**config.mk**
```make
export PLATFORM = sky130hd
export DESIGN_NAME = mat_alu
export DESIGN_NICKNAME = d
export VERILOG_FILES = /design/src/rtl/mat_alu_pkg.sv /design/src/rtl/mat_bank.sv /design/src/rtl/mat_seq.sv /design/src/rtl/mat_dp.sv /design/src/rtl/mat_alu.sv
export SDC_FILE = /design/constraint.sdc
export NUM_CORES = 2
export LEC_CHECK = 0
export ABC_AREA = 1
export CAP_MARGIN = 10
export CORE_UTILIZATION = 30
export DETAILED_ROUTE_END_ITERATION = 10
export SLEW_MARGIN = 20
export SYNTH_ARGS = -nofsm -noshare
export SYNTH_HDL_FRONTEND = slang
export SYNTH_SLANG_ARGS = --single-unit
```
**constraint.sdc**
```tcl
create_clock -name clk_i -period 6.2 [get_ports clk_i]
set_input_delay 0.93 -clock clk_i [delete_from_list [all_inputs] [get_ports clk_i]]
set_output_delay 0.93 -clock clk_i [all_outputs]
set_load 0.02 [all_outputs]
```
**src/rtl/mat_alu_pkg.sv**
```systemverilog
package mat_alu_pkg;
  typedef enum logic [1:0] {
    OP_ADD  = 2'b00,
    OP_SUB  = 2'b01,
    OP_MUL  = 2'b10,
    OP_NONE = 2'b11
  } op_e;

  typedef enum logic [1:0] {
    ST_IDLE,
    ST_PROD,
    ST_SUM,
    ST_DRAIN
  } state_e;
endpackage

```
**src/rtl/mat_bank.sv**
```systemverilog
module mat_bank #(
  parameter int DW    = 16,
  parameter int DEPTH = 16,
  localparam int AW   = $clog2(DEPTH)
) (
  input  logic          clk_i,
  input  logic          rst_ni,
  input  logic          we_i,
  input  logic [AW-1:0] waddr_i,
  input  logic [DW-1:0] wdata_i,
  input  logic [AW-1:0] raddr_i,
  output logic [DW-1:0] rdata_o
);
  logic [DW-1:0] mem [DEPTH];

  always_ff @(posedge clk_i or negedge rst_ni) begin
    if (!rst_ni) begin
      for (int i = 0; i < DEPTH; i++) mem[i] <= '0;
    end else if (we_i) begin
      mem[waddr_i] <= wdata_i;
    end
  end

  assign rdata_o = mem[raddr_i];
endmodule

```
**src/rtl/mat_seq.sv**
```systemverilog
module mat_seq
  import mat_alu_pkg::*;
#(
  parameter int N   = 4,
  localparam int LN = $clog2(N),
  localparam int AW = 2 * LN,
  localparam int CW = 3 * LN
) (
  input  logic          clk_i,
  input  logic          rst_ni,
  input  logic          start_i,
  input  logic [1:0]    op_i,
  output logic [AW-1:0] a_raddr_o,
  output logic [AW-1:0] b_raddr_o,
  output logic          prod_v_o,
  output logic          a_ld_o,
  output logic [LN-1:0] bank_o,
  output logic [AW-1:0] t_waddr_o,
  output logic          sum_v_o,
  output logic [AW-1:0] sum_addr_o,
  output logic          bypass_o,
  output logic          sub_o,
  output logic          busy_o,
  output logic          done_o
);
  state_e        state_q;
  op_e           op_q;
  logic [CW-1:0] cnt_q;
  logic          done_q;

  always_ff @(posedge clk_i or negedge rst_ni) begin
    if (!rst_ni) begin
      state_q <= ST_IDLE;
      op_q    <= OP_ADD;
      cnt_q   <= '0;
      done_q  <= 1'b0;
    end else begin
      done_q <= (state_q == ST_DRAIN);
      unique case (state_q)
        ST_IDLE: begin
          if (start_i && op_e'(op_i) != OP_NONE) begin
            op_q    <= op_e'(op_i);
            cnt_q   <= '0;
            state_q <= (op_e'(op_i) == OP_MUL) ? ST_PROD : ST_SUM;
          end
        end
        ST_PROD: begin
          cnt_q <= cnt_q + 1'b1;
          if (&cnt_q) state_q <= ST_SUM;
        end
        ST_SUM: begin
          cnt_q <= cnt_q + 1'b1;
          if (&cnt_q[AW-1:0]) state_q <= ST_DRAIN;
        end
        ST_DRAIN: state_q <= ST_IDLE;
        default:  state_q <= ST_IDLE;
      endcase
    end
  end

  // product pass: A index advances every N cycles, B index every cycle
  assign prod_v_o   = (state_q == ST_PROD);
  assign a_ld_o     = prod_v_o && (cnt_q[LN-1:0] == '0);
  assign a_raddr_o  = prod_v_o ? cnt_q[CW-1:LN] : cnt_q[AW-1:0];
  assign b_raddr_o  = cnt_q[AW-1:0];
  assign bank_o     = cnt_q[AW-1:LN];
  assign t_waddr_o  = {cnt_q[CW-1:AW], cnt_q[LN-1:0]};
  assign sum_v_o    = (state_q == ST_SUM);
  assign sum_addr_o = cnt_q[AW-1:0];
  assign bypass_o   = (op_q != OP_MUL);
  assign sub_o      = (op_q == OP_SUB);
  assign busy_o     = (state_q != ST_IDLE);
  assign done_o     = done_q;
endmodule

```
**src/rtl/mat_dp.sv**
```systemverilog
module mat_dp #(
  parameter int N   = 4,
  parameter int DW  = 16,
  localparam int LN = $clog2(N),
  localparam int AW = 2 * LN,
  localparam int NB = N,
  localparam int NL = NB / 2
) (
  input  logic                   clk_i,
  input  logic                   rst_ni,
  input  logic [DW-1:0]          a_rd_i,
  input  logic [DW-1:0]          b_rd_i,
  input  logic                   prod_v_i,
  input  logic                   a_ld_i,
  input  logic [LN-1:0]          bank_i,
  input  logic [AW-1:0]          t_waddr_i,
  input  logic                   sum_v_i,
  input  logic [AW-1:0]          sum_addr_i,
  input  logic                   bypass_i,
  input  logic                   sub_i,
  input  logic [NB-1:0][DW-1:0]  tmp_rd_i,
  output logic [NB-1:0]          tmp_we_o,
  output logic [AW-1:0]          tmp_waddr_o,
  output logic [DW-1:0]          tmp_wdata_o,
  output logic                   c_we_o,
  output logic [AW-1:0]          c_waddr_o,
  output logic [DW-1:0]          c_wdata_o
);
  // operand gating registers and product-stage tags
  logic [DW-1:0] a_q, b_q;
  logic          pv_q;
  logic [LN-1:0] bank_q;
  logic [AW-1:0] tw_q;

  always_ff @(posedge clk_i or negedge rst_ni) begin
    if (!rst_ni) begin
      a_q    <= '0;
      b_q    <= '0;
      pv_q   <= 1'b0;
      bank_q <= '0;
      tw_q   <= '0;
    end else begin
      if (a_ld_i)   a_q <= a_rd_i;
      if (prod_v_i) b_q <= b_rd_i;
      pv_q   <= prod_v_i;
      bank_q <= bank_i;
      tw_q   <= t_waddr_i;
    end
  end

  logic [2*DW-1:0] prod_full;
  assign prod_full   = a_q * b_q;
  assign tmp_wdata_o = prod_full[DW-1:0];
  assign tmp_waddr_o = tw_q;

  for (genvar k = 0; k < NB; k++) begin : g_dec
    assign tmp_we_o[k] = pv_q && (bank_q == LN'(k));
  end

  // first adder level, with bypass of raw operands
  logic [NL-1:0][DW-1:0] l1_d, l1_q;
  for (genvar i = 0; i < NL; i++) begin : g_l1
    logic [DW-1:0] raw;
    if (i == 0)      begin : g_a assign raw = a_rd_i; end
    else if (i == 1) begin : g_b assign raw = b_rd_i; end
    else             begin : g_z assign raw = '0;     end
    assign l1_d[i] = bypass_i ? raw : (tmp_rd_i[2*i] + tmp_rd_i[2*i+1]);
  end

  logic          sv_q;
  logic [AW-1:0] sa_q;

  always_ff @(posedge clk_i or negedge rst_ni) begin
    if (!rst_ni) begin
      l1_q <= '0;
      sv_q <= 1'b0;
      sa_q <= '0;
    end else begin
      l1_q <= l1_d;
      sv_q <= sum_v_i;
      sa_q <= sum_addr_i;
    end
  end

  // final adder
  logic [DW-1:0] rest;
  always_comb begin
    rest = '0;
    for (int i = 1; i < NL; i++) rest = rest + l1_q[i];
  end

  assign c_wdata_o = sub_i ? (l1_q[0] - rest) : (l1_q[0] + rest);
  assign c_we_o    = sv_q;
  assign c_waddr_o = sa_q;
endmodule

```
**src/rtl/mat_alu.sv**
```systemverilog
module mat_alu #(
  parameter int N   = 4,
  parameter int DW  = 16,
  localparam int LN = $clog2(N),
  localparam int AW = 2 * LN,
  localparam int DEPTH = N * N,
  localparam int NB = N
) (
  input  logic          clk_i,
  input  logic          rst_ni,
  input  logic          start_i,
  input  logic [1:0]    op_i,
  output logic          done_o,
  input  logic          a_we_i,
  input  logic          b_we_i,
  input  logic [AW-1:0] ld_addr_i,
  input  logic [DW-1:0] ld_data_i,
  input  logic [AW-1:0] rd_addr_i,
  output logic [DW-1:0] rd_data_o
);
  logic [AW-1:0]         a_raddr, b_raddr, t_waddr, sum_addr;
  logic                  prod_v, a_ld, sum_v, bypass, sub, busy;
  logic [LN-1:0]         bank;
  logic [DW-1:0]         a_rd, b_rd;
  logic [NB-1:0][DW-1:0] tmp_rd;
  logic [NB-1:0]         tmp_we;
  logic [AW-1:0]         tmp_waddr;
  logic [DW-1:0]         tmp_wdata;
  logic                  c_we;
  logic [AW-1:0]         c_waddr;
  logic [DW-1:0]         c_wdata;

  mat_seq #(.N(N)) u_seq (
    .clk_i, .rst_ni, .start_i, .op_i,
    .a_raddr_o(a_raddr), .b_raddr_o(b_raddr),
    .prod_v_o(prod_v), .a_ld_o(a_ld), .bank_o(bank), .t_waddr_o(t_waddr),
    .sum_v_o(sum_v), .sum_addr_o(sum_addr),
    .bypass_o(bypass), .sub_o(sub), .busy_o(busy), .done_o
  );

  mat_bank #(.DW(DW), .DEPTH(DEPTH)) u_mem_a (
    .clk_i, .rst_ni, .we_i(a_we_i), .waddr_i(ld_addr_i), .wdata_i(ld_data_i),
    .raddr_i(a_raddr), .rdata_o(a_rd)
  );

  mat_bank #(.DW(DW), .DEPTH(DEPTH)) u_mem_b (
    .clk_i, .rst_ni, .we_i(b_we_i), .waddr_i(ld_addr_i), .wdata_i(ld_data_i),
    .raddr_i(b_raddr), .rdata_o(b_rd)
  );

  for (genvar k = 0; k < NB; k++) begin : g_tmp
    mat_bank #(.DW(DW), .DEPTH(DEPTH)) u_mem_t (
      .clk_i, .rst_ni, .we_i(tmp_we[k]), .waddr_i(tmp_waddr), .wdata_i(tmp_wdata),
      .raddr_i(sum_addr), .rdata_o(tmp_rd[k])
    );
  end

  mat_bank #(.DW(DW), .DEPTH(DEPTH)) u_mem_c (
    .clk_i, .rst_ni, .we_i(c_we), .waddr_i(c_waddr), .wdata_i(c_wdata),
    .raddr_i(rd_addr_i), .rdata_o(rd_data_o)
  );

  mat_dp #(.N(N), .DW(DW)) u_dp (
    .clk_i, .rst_ni,
    .a_rd_i(a_rd), .b_rd_i(b_rd),
    .prod_v_i(prod_v), .a_ld_i(a_ld), .bank_i(bank), .t_waddr_i(t_waddr),
    .sum_v_i(sum_v), .sum_addr_i(sum_addr), .bypass_i(bypass), .sub_i(sub),
    .tmp_rd_i(tmp_rd), .tmp_we_o(tmp_we), .tmp_waddr_o(tmp_waddr),
    .tmp_wdata_o(tmp_wdata), .c_we_o(c_we), .c_waddr_o(c_waddr), .c_wdata_o(c_wdata)
  );
endmodule

```
==> impl_metrics.tcl <==
set metrics [dict create \
    outcome "complete, no violations" \
    syn_nets 11200 \
    synth-main-ff-cell "dfrtp_1" \
    vias 74600 \
    routed_wl_um 282000 \
    synth_compound_area_frac 0.195 \
    clock-sinks 1875 \
    cp.required_ns 7.01 \
    cts_max_level 4 \
    synth_top_family_by_area "compound AO/OA/AOI/OAI gates" \
    hold_viol 0 \
    area_growth_pct 12.4 \
    async_reset_ff_frac 1.00 \
    avgRoutedWirePerCell_um 19.3 \
    final_nets 10700 \
    grt.overflow.total 0 \
    yosysMostFrequentCell "nand2_1" \
    maxCapViolations 0 \
    gr-usage-all-layers 0.185 \
    initial_utilization 0.301 \
    synth-edff-count 0 \
    yosys.area.top_type_share 0.519 \
    grt_pass1_vias 70900 \
    synth-xor-area-share 0.00599 \
    arrival_ns 6.72 \
    slew_headroom 0.235 \
    synth.avg_cell_area_um2 8.26 \
    clk_pin_slew_ns 0.07 \
    setup_slack_ns 0.289 \
    dpl.hpwl_um 171000 \
    setup_viol 0 \
    worstMarginPinSlew_ns 1.15 \
    pin_count 48 \
    post-cts-setup-buffers 0 \
    synth_common_cells "nand2_1, o21ai_0, dfrtp_1" \
    hold_buffers 0 \
    muxShareOfSynthArea 0.00493 \
    drc 0 \
    drive_above_1_share 0.0653 \
    clk_latency_ns 0.92 \
    place_congestion 0.885 \
    ant_nets 0 \
    drtIter0Drc 7395 \
    critPathKind "reg -> reg" \
    synth_cell_types 54 \
    clock_skew_ns 0.0909 \
    synthAdderAreaFrac 0.0325 \
    crit_path_start_kind "flip-flop" \
    crit_fanout 16 \
    ys_ff_latch 1875 \
    synth_cells 10900 \
    ys_warn_count 0 \
    tns_ns 0 \
    cts_tree "built" \
    dp_slack_ns 0.243 \
    ys_seq_area_frac 0.519 \
    cts_buffers 207 \
    dr.pass1.iters 6 \
    antenna_found_initial 6 \
    synth_simple_gate_area_frac 0.172 \
    die_w_um 551 \
    io_buffers 47 \
    cp-end-kind "flip-flop" \
    ctsResizeCount 0 \
    grt_max_degree 181 \
    rsz0062_at_grt "no" \
    die-area_mm2 0.303 \
    die_h_um 551 \
    syn_area_mm2 0.0904 \
    min_period_ns 5.91 \
    cts_buffer_depth 3 \
    core_mm2 0.300 \
    vias_per_cell 5.09 \
    yosys.area.top_type "dfrtp_1" \
    root_buffer "clkbuf_16" \
    floorplan.rows 201 \
    period_share 0.953 \
    hold_class "in -> async" \
    drv_slew 0 \
    synthTopCellsByArea "dfrtp_1, o21ai_0, nand2_1" \
    grt_pass1_wl_um 441000 \
    fmax_mhz 169 \
]
-- metal layers --
metal / GRT usage / wire, um / up-vias
met5: 0 / 27 / -
met4: 0.0508 / 7060 / 4
met3: 0.0227 / 16500 / 374
met2: 0.290 / 127000 / 2165
met1: 0.268 / 132000 / 36800
li1: - / - / 35300
-- sequential cells by signal, indices dropped and copies added, names as in the netlist, 4 cells and up --
register / flops
u_mem_b.mem: 256
u_dp.a_q: 16
u_dp.tmp_waddr_o: 4
u_mem_c.mem: 256
u_seq.cnt_q: 6
g_tmp.u_mem_t.mem: 1024
u_dp.l1_q: 32
u_dp.b_q: 16
u_mem_a.mem: 256
-- through the flow --
step           std cells  cell area [um2]  hold slack (ns)   util
2_1_floorplan      10900            90400            0.369      -
3_3_place_gp       14300            94300            0.426  0.315
3_5_place_dp       14300            94300            0.436  0.315
4_1_cts            14700           101000           0.0229  0.339
5_1_grt            14700           102000           0.0645  0.339
6_report           14700           102000          0.00278  0.339
-- worst max-delay path, stage by stage, from the launching register on --
cell	delay [ns]
dfrtp_1	0.47
buf_4	0.21
nand2_1	0.06
inv_1	0.06
fa_1	0.53
inv_1	0.05
fa_1	0.39
fa_1	0.44
fa_1	0.49
inv_1	0.06
fa_1	0.53
inv_1	0.05
fa_1	0.47
inv_1	0.04
ha_1	0.35
nand2_1	0.12
nor2_1	0.06
nand3_1	0.08
nand4_1	0.20
nand2_1	0.11
nand2_1	0.06
a21oi_2	0.22
inv_1	0.20
nand2_8	0.21
buf_4	0.20
nand3_2	0.07
nand2_1	0.09
-- logic make-up (layout without fill, tap and decap cells) --
group / after synthesis / count (layout)
fa+ha+maj: 185 / 185
flops: 1875 / 1875
other cells: 0 / 6
mux: 44 / 44
buf+inv: 1602 / 1358
simple gates: 3884 / 3885
compound gates: 3291 / 3291
xor+xnor: 58 / 58
-- worst paths after layout --
kind / start / end / slack, ns / cells after the start
worst max-delay path: u_dp.b_q[4] / g_tmp[0].u_mem_t.mem[255] / 0.29 / 26
worst min-delay path: rst_ni / g_tmp[0].u_mem_t.mem[136] / 0.003 / 1
worst max register to register: u_dp.b_q[4] / g_tmp[0].u_mem_t.mem[255] / 0.29 / 26
worst min register to register: u_seq.cnt_q[5] / u_dp.tmp_waddr_o[3] / 0.44 / 0
max in group asynchronous: rst_ni / g_tmp[3].u_mem_t.mem[49] / 4.55 / 2
min in group clk_i: u_seq.cnt_q[5] / u_dp.tmp_waddr_o[3] / 0.44 / 0
-- cell usage in the layout, fill, tap and decap left out, types with 40 or more instances in the layout --
| master | Yosys | routed |
|---|---|---|
| o21ai_0 | 2500 | 2500 |
| clkbuf_1 | 699 | 41 |
| o211ai_1 | 142 | 142 |
| clkinv_2 | 0 | 43 |
| dfrtp_1 | 1875 | 1869 |
| a21oi_1 | 247 | 247 |
| o22ai_1 | 175 | 175 |
| o21ai_1 | 57 | 56 |
| fa_1 | 83 | 83 |
| nor2_1 | 796 | 794 |
| ha_1 | 102 | 102 |
| inv_1 | 699 | 667 |
| o221ai_1 | 127 | 127 |
| nand3_1 | 386 | 385 |
| buf_4 | 17 | 183 |
| nand2_1 | 2612 | 2598 |
| mux2i_1 | 40 | 40 |
| nand3_2 | 48 | 49 |
| clkbuf_8 | 0 | 53 |
| clkbuf_16 | 0 | 207 |
| clkdlybuf4s50_1 | 0 | 44 |
-- area by class of cell --
cell class / count / area [um2]
Fill cell: 31400 / 198000
Tap cell: 3958 / 4950
Multi-Input combinational cell: 7463 / 37200
Clock buffer: 301 / 6060
Clock inverter: 79 / 1080
Antenna cell: 6 / 15.0
Timing Repair Buffer: 265 / 2560
Inverter: 713 / 2700
Sequential cell: 1875 / 46900
Power is left out: the tool's default activity adds up to more than one toggle a clock period on the data nets, which glitch-free logic cannot reach.
